`src/rtl/refsw_pkg.sv`:
```
package refsw_pkg;

    typedef enum logic [1:0] {
        MODE_AUTO     = 2'd0,
        MODE_MANUAL   = 2'd1,
        MODE_AUTO_OVR = 2'd2,
        MODE_HOLD     = 2'd3
    } sw_mode_e;

    typedef enum logic [1:0] {
        S_ON_PRI,
        S_HAND_TO_BAK,
        S_ON_BAK,
        S_HAND_TO_PRI
    } sel_state_e;

    typedef enum logic [1:0] {
        Q_WAIT_HIGH,
        Q_ARMED,
        Q_LOW
    } qual_state_e;

endpackage

```
`src/rtl/clk_loss_mon.sv`:
```
module clk_loss_mon #(
    parameter int WIN_CYC   = 256,
    parameter int MIN_EDGES = 8
) (
    input  logic clk,
    input  logic rst_n,
    input  logic ref_in,
    output logic bad
);
    localparam int CW = $clog2(WIN_CYC);
    localparam int EW = $clog2(MIN_EDGES + 1);
    localparam logic [CW-1:0] WIN_LAST = CW'(WIN_CYC - 1);
    localparam logic [EW-1:0] MIN_V    = EW'(MIN_EDGES);

    logic [2:0]    sync_q;
    logic          rise;
    logic [CW-1:0] win_cnt;
    logic          win_end;
    logic [EW-1:0] edge_cnt;
    logic          enough;

    always_ff @(posedge clk or negedge rst_n) begin
        if (!rst_n) sync_q <= '0;
        else        sync_q <= {sync_q[1:0], ref_in};
    end

    assign rise    = sync_q[1] & ~sync_q[2];
    assign win_end = (win_cnt == WIN_LAST);
    assign enough  = (edge_cnt == MIN_V) || (rise && (edge_cnt == MIN_V - 1'b1));

    always_ff @(posedge clk or negedge rst_n) begin
        if (!rst_n) begin
            win_cnt  <= '0;
            edge_cnt <= '0;
            bad      <= 1'b0;
        end else begin
            win_cnt <= win_end ? '0 : win_cnt + 1'b1;
            if (win_end) begin
                edge_cnt <= '0;
                bad      <= !enough;
            end else if (rise && edge_cnt != MIN_V) begin
                edge_cnt <= edge_cnt + 1'b1;
            end
        end
    end


    bad_only_at_window_chk: assert property (@(posedge clk) disable iff (!rst_n)
        !win_end |=> $stable(bad));

endmodule

```
`src/rtl/sw_qualifier.sv`:
```
module sw_qualifier
    import refsw_pkg::*;
#(
    parameter int LOW_MIN = 3
) (
    input  logic clk,
    input  logic rst_n,
    input  logic ext_sw,
    output logic ext_lvl,
    output logic fire
);
    localparam int LW = $clog2(LOW_MIN + 1);
    localparam logic [LW-1:0] LOW_LAST = LW'(LOW_MIN - 1);

    logic [1:0]    sync_q;
    qual_state_e   state, state_nx;
    logic [LW-1:0] low_cnt;

    always_ff @(posedge clk or negedge rst_n) begin
        if (!rst_n) sync_q <= '0;
        else        sync_q <= {sync_q[0], ext_sw};
    end
    assign ext_lvl = sync_q[1];

    always_comb begin
        state_nx = state;
        unique case (state)
            Q_WAIT_HIGH: if (ext_lvl) state_nx = Q_ARMED;
            Q_ARMED:     if (!ext_lvl) state_nx = Q_LOW;
            Q_LOW: begin
                if (ext_lvl)                   state_nx = Q_ARMED;
                else if (low_cnt == LOW_LAST)  state_nx = Q_WAIT_HIGH;
            end
            default:     state_nx = Q_WAIT_HIGH;
        endcase
    end

    always_ff @(posedge clk or negedge rst_n) begin
        if (!rst_n) begin
            state   <= Q_WAIT_HIGH;
            low_cnt <= '0;
        end else begin
            state <= state_nx;
            if (state == Q_ARMED)     low_cnt <= LW'(1);
            else if (state == Q_LOW)  low_cnt <= low_cnt + 1'b1;
        end
    end

    always_comb begin
        fire = (state == Q_LOW) && !ext_lvl && (low_cnt == LOW_LAST);
    end


    fire_after_low_chk: assert property (@(posedge clk) disable iff (!rst_n)
        fire |-> !ext_lvl && $past(!ext_lvl));

endmodule

```
`src/rtl/sel_fsm.sv`:
```
module sel_fsm
    import refsw_pkg::*;
(
    input  logic       clk,
    input  logic       rst_n,
    input  logic [1:0] mode,
    input  logic       ext_lvl,
    input  logic       fire,
    input  logic       bad_pri,
    input  logic       bad_bak,
    output logic       sel_backup
);
    sel_state_e state, state_nx;
    logic cur_bad, oth_bad, auto_ok, go;

    always_comb begin
        cur_bad = (state == S_ON_BAK) ? bad_bak : bad_pri;
        oth_bad = (state == S_ON_BAK) ? bad_pri : bad_bak;
        auto_ok = (mode == MODE_AUTO) || (mode == MODE_AUTO_OVR && !ext_lvl);
        go      = ((mode == MODE_MANUAL) && fire) || (auto_ok && cur_bad && !oth_bad);
    end

    always_comb begin
        state_nx = state;
        unique case (state)
            S_ON_PRI:      if (go) state_nx = S_HAND_TO_BAK;
            S_HAND_TO_BAK: state_nx = S_ON_BAK;
            S_ON_BAK:      if (go) state_nx = S_HAND_TO_PRI;
            S_HAND_TO_PRI: state_nx = S_ON_PRI;
            default:       state_nx = S_ON_PRI;
        endcase
    end

    always_ff @(posedge clk or negedge rst_n) begin
        if (!rst_n) state <= S_ON_PRI;
        else        state <= state_nx;
    end

    always_comb begin
        sel_backup = (state == S_HAND_TO_BAK) || (state == S_ON_BAK);
    end


    no_bad_target_chk: assert property (@(posedge clk) disable iff (!rst_n)
        ($rose(sel_backup) && $past(mode) != MODE_MANUAL) |-> !$past(bad_bak));


    override_block_chk: assert property (@(posedge clk) disable iff (!rst_n)
        (mode == MODE_AUTO_OVR && ext_lvl) |=> $stable(sel_backup));


    manual_needs_fire_chk: assert property (@(posedge clk) disable iff (!rst_n)
        ($past(mode) == MODE_MANUAL && sel_backup != $past(sel_backup)) |-> $past(fire));

endmodule

```
`src/rtl/auto_rst_gen.sv`:
```
module auto_rst_gen #(
    parameter int RST_W    = 16,
    parameter bit AUTO_RST = 1'b1
) (
    input  logic clk,
    input  logic rst_n,
    input  logic locked,
    output logic pll_rst
);
    localparam int RW = $clog2(RST_W + 1);

    logic [2:0] sync_q;
    logic       fall;

    always_ff @(posedge clk or negedge rst_n) begin
        if (!rst_n) sync_q <= '0;
        else        sync_q <= {sync_q[1:0], locked};
    end
    assign fall = sync_q[2] & ~sync_q[1];

    generate
        if (AUTO_RST) begin : g_on
            logic [RW-1:0] left_q;
            always_ff @(posedge clk or negedge rst_n) begin
                if (!rst_n)             left_q <= '0;
                else if (fall)          left_q <= RW'(RST_W);
                else if (left_q != '0)  left_q <= left_q - 1'b1;
            end
            assign pll_rst = (left_q != '0);
        end else begin : g_off
            assign pll_rst = 1'b0;
        end
    endgenerate


    rst_from_fall_chk: assert property (@(posedge clk) disable iff (!rst_n)
        $rose(pll_rst) |-> $past(fall));

endmodule

```
`src/rtl/refclk_switch_ctrl.sv`:
```
module refclk_switch_ctrl #(
    parameter int WIN_CYC   = 256,
    parameter int MIN_EDGES = 8,
    parameter int LOW_MIN   = 3,
    parameter int RST_W     = 16,
    parameter bit AUTO_RST  = 1'b1
) (
    input  logic       mon_clk,
    input  logic       rst_n,
    input  logic       ref_pri,
    input  logic       ref_bak,
    input  logic [1:0] mode,
    input  logic       ext_sw,
    input  logic       pll_locked,
    output logic       sel_backup,
    output logic       bad_pri,
    output logic       bad_bak,
    output logic       pll_rst
);
    localparam int NREF = 2;

    logic [NREF-1:0] refs, bads;
    logic ext_lvl, fire;

    assign refs    = {ref_bak, ref_pri};
    assign bad_pri = bads[0];
    assign bad_bak = bads[1];

    generate
        for (genvar i = 0; i < NREF; i++) begin : g_mon
            clk_loss_mon #(.WIN_CYC(WIN_CYC), .MIN_EDGES(MIN_EDGES)) u_mon (
                .clk(mon_clk), .rst_n(rst_n), .ref_in(refs[i]), .bad(bads[i])
            );
        end
    endgenerate

    sw_qualifier #(.LOW_MIN(LOW_MIN)) u_qual (
        .clk(mon_clk), .rst_n(rst_n), .ext_sw(ext_sw), .ext_lvl(ext_lvl), .fire(fire)
    );

    sel_fsm u_fsm (
        .clk(mon_clk), .rst_n(rst_n), .mode(mode), .ext_lvl(ext_lvl), .fire(fire),
        .bad_pri(bads[0]), .bad_bak(bads[1]), .sel_backup(sel_backup)
    );

    auto_rst_gen #(.RST_W(RST_W), .AUTO_RST(AUTO_RST)) u_arst (
        .clk(mon_clk), .rst_n(rst_n), .locked(pll_locked), .pll_rst(pll_rst)
    );


    reset_quiet_chk: assert property (@(posedge mon_clk)
        !rst_n |=> (!sel_backup && !bad_pri && !bad_bak && !pll_rst));

endmodule

```
`config.mk`:
```
export PLATFORM = sky130hd
export DESIGN_NAME = refclk_switch_ctrl
export DESIGN_NICKNAME = d
export VERILOG_FILES = /design/src/rtl/refsw_pkg.sv /design/src/rtl/clk_loss_mon.sv /design/src/rtl/sw_qualifier.sv /design/src/rtl/sel_fsm.sv /design/src/rtl/auto_rst_gen.sv /design/src/rtl/refclk_switch_ctrl.sv
export SDC_FILE = /design/constraint.sdc
export NUM_CORES = 1
export LEC_CHECK = 0
export BUFFER_PORTS_ARGS = -buffer_cell sky130_fd_sc_hd__buf_2
export CORE_UTILIZATION = 54
export DETAILED_ROUTE_END_ITERATION = 8
export GPL_TIMING_DRIVEN = 1
export PLACE_DENSITY = 0.75
export SLEW_MARGIN = 20
export SYNTH_ARGS = -nofsm -noshare
export SYNTH_HDL_FRONTEND = slang
export SYNTH_SLANG_ARGS = --single-unit
```
`constraint.sdc`:
```
create_clock -name mon_clk -period 1.5 [get_ports mon_clk]
set_input_delay 0 -clock mon_clk [delete_from_list [all_inputs] [get_ports mon_clk]]
set_output_delay 0 -clock mon_clk [all_outputs]
set_load 0.02 [all_outputs]
```
==> results.cfg <==
[floorplan]
rows = 22
core_area_mm2 = 0.00377
initial_core_util = 0.580
io_pins = 12
dieArea_mm2 = 0.00431
die_w_um = 65.6
dieHeight_um = 65.6

[synth]
synth_area_leaders = dfrtp_1, ha_1, nor2_1
syn_avg_cell_area_um2 = 11.3
yosysTopAreaCell = dfrtp_1
synth_ff_type = dfrtp_1
synth_top_family_by_area = simple AND/OR/NAND/NOR gates
synth_cell_types = 33
syn_nets = 217
synth-seq-cells = 48
synthArstFlopShare = 1.00
synth_mux_area_frac = 0.0361
syn_area_mm2 = 0.00219
synth_xor_xnor_area_share = 0.0561
yosys.area_share.adder = 0.0859
synth_compound_area_frac = 0.0675
synth_edf_count = 0
yosys_warnings = 0
synth_top_area_share = 0.550
ys_seq_area_frac = 0.550
synthSimpleGateAreaFrac = 0.172
postSynthCellCount = 194

[cells_and_area]
final_common_cell = dfrtp_1
fillers = 273
multi_input_area_um2 = 987
final_cell_mix = dfrtp_1, nor2_1, nand2_1, buf_4
area_delta_synth_final_pct = 20.1
antenna_cells = 0
regArea_mm2 = 0.00120
drive_above_1_share = 0.246
fin_nets = 250
fin_util = 0.696

[clock_tree]
worst_skew_pair.late_latency_ns = 0.29
htreeDepth = 2
clock_sinks = 48
cts_inserted_buffers = 5
clockBufferDepth = 2
cts_tree = done
cts-root-buf = clkbuf_8
cts.clk_slew.worst_paths_ns = 0.08

[critical_path]
crit_type = reg -> reg
path_max_fanout = 3
arrival_ns = 1.72
rrSetupSlack_ns = -0.04
ff2ff_path_depth = 6
critPathLaunchType = register
worstPathRequired_ns = 1.68
r2r-start = u_fsm.state[0]
critPathCaptureType = register
reg2reg_to = u_fsm.state[1]

[timing]
finalHoldViolations = 0
fin_crit_sh = 1.03
worstMarginPinSlew_ns = 0.578
setup_slack_ns = -0.0404
relSlewSlack = 0.615
rsz0062_at_grt = yes
skew_ns = 0.00275
fmax_mhz = 649
setup_tns_ns = -0.0404
drv_slew = 0
min_period_ns = 1.54
setup_viol = 1

[power]
power.leakage_uw = 0.00124
ir_drop_mv = 0.853
powerDensity_mw_per_mm2 = 1670
power.total_uw = 4380

[worst_hold_path]
hold_class = in -> reg
hold-path-cell-count = 5
hold_start = mode[0]
whs_endpoint = u_fsm.state[0]

[global_route]
first_global_vias = 1531
grt_pass1_wl_um = 6270
grt_max_degree = 49
grt_antenna_before_repair = 0
grt_overflow_total = 0
gr-usage-all-layers = 0.195

[drt]
wl_um = 3640
drtIter0Drc = 35
wl_per_cell_um = 13.2
postRouteAntennaNets = 0
first_pass_iters = 4
route.detailed.drc = 0
route.vias.total = 1474
via_per_inst = 5.34

[placement]
gp_congestion = 0.709
post-place-ws_ns = -0.104
port_buffers = 11
hpwl_um = 2480

[status]
violations = setup timing
status = finished with violations

[flow_run]
maxCapViolCount = 0
-- Yosys cell counts, types with 5 or more instances --
master,n
a21oi_1,7
ha_1,15
and3_1,7
xor2_1,10
nor2b_1,5
o21ai_1,5
nor2_1,24
dfrtp_1,48
inv_1,14
nand2_1,15
-- registers in the layout, indices dropped and copies added, names as in the netlist --
| name | cells |
|---|---|
| g_mon.u_mon.win_cnt | 16 |
| g_mon.u_mon.edge_cnt | 8 |
| g_mon.u_mon.sync_q | 6 |
| u_arst.g_on.left_q | 5 |
| u_arst.sync_q | 3 |
| g_mon.u_mon.bad | 2 |
| u_fsm.state | 2 |
| u_qual.low_cnt | 2 |
| u_qual.state | 2 |
| u_qual.sync_q | 2 |
-- area by class of cell --
class	count	area share
inverter	15	0.0214
sequential	48	0.457
clock inverter	1	0.0114
timing repair buffer	28	0.0743
clock buffer	7	0.0367
tap	48	0.0229
multi-input combinational	129	0.376
-- worst max-delay path, cell delays in order (launching register included) --
cell      delay, ns
dfrtp_1        0.38
inv_2          0.07
ha_4           0.17
and3b_1        0.19
o21ai_2        0.14
o211ai_1       0.16
mux2_4         0.33
-- where the power goes --
group | internal (µW) | leakage, µW | switching [µW]
logic | 800 | 0.000599 | 745
registers | 1570 | 0.000579 | 282
clock network | 588 | 0.0000645 | 396
total | 2960 | 0.00124 | 1420
-- stage by stage --
| stage | cell area (µm²) | hold slack (ns) | std cells |
|---|---|---|---|
| finish | 2630 | 0.219 | 276 |
| global placement | 2340 | 0.108 | 258 |
| detailed placement | 2340 | 0.109 | 258 |
| floorplan | 2190 | -0.296 | 194 |
| CTS | 2550 | 0.195 | 272 |
| global route | 2630 | 0.243 | 276 |
-- worst max-delay path by stage --
stage | cells past startpoint | from | slack, ns | end
6_report | 6 | u_fsm.state[0] | -0.04 | u_fsm.state[1]
5_1_grt | 6 | u_fsm.state[0] | -0.09 | u_fsm.state[1]
4_1_cts | 6 | u_fsm.state[0] | -0.004 | u_fsm.state[1]
3_5_place_dp | 6 | u_fsm.state[0] | -0.10 | u_fsm.state[1]
3_3_place_gp | 6 | u_fsm.state[0] | 0.04 | u_fsm.state[1]
2_1_floorplan | 6 | u_fsm.state[0] | 0.02 | u_fsm.state[1]
-- metal layers --
layer  wire length [µm]  GRT usage  up-vias
met3                111     0.0590        6
met5                  0          0        -
met2               1960      0.349       16
li1                   -          -      710
met4                 65     0.0924        0
met1               1500      0.205      742
-- logic make-up after synthesis --
family	after synthesis
multiplexers	7
XOR/XNOR	14
AND/OR/NAND/NOR	71
AO/OA/AOI/OAI	22
adder cells (fa/ha/maj)	15
flip-flops	48
buffers and inverters	17
-- repair_timing --
action	4_1_cts	5_1_grt
pin swaps	2	2
hold endpoints to repair	52	0
setup endpoints to repair	6	13
gates resized for setup	7	15
hold buffers	5	0
setup buffers	1	4
No activity file was read; power rests on OpenSTA's default activity.
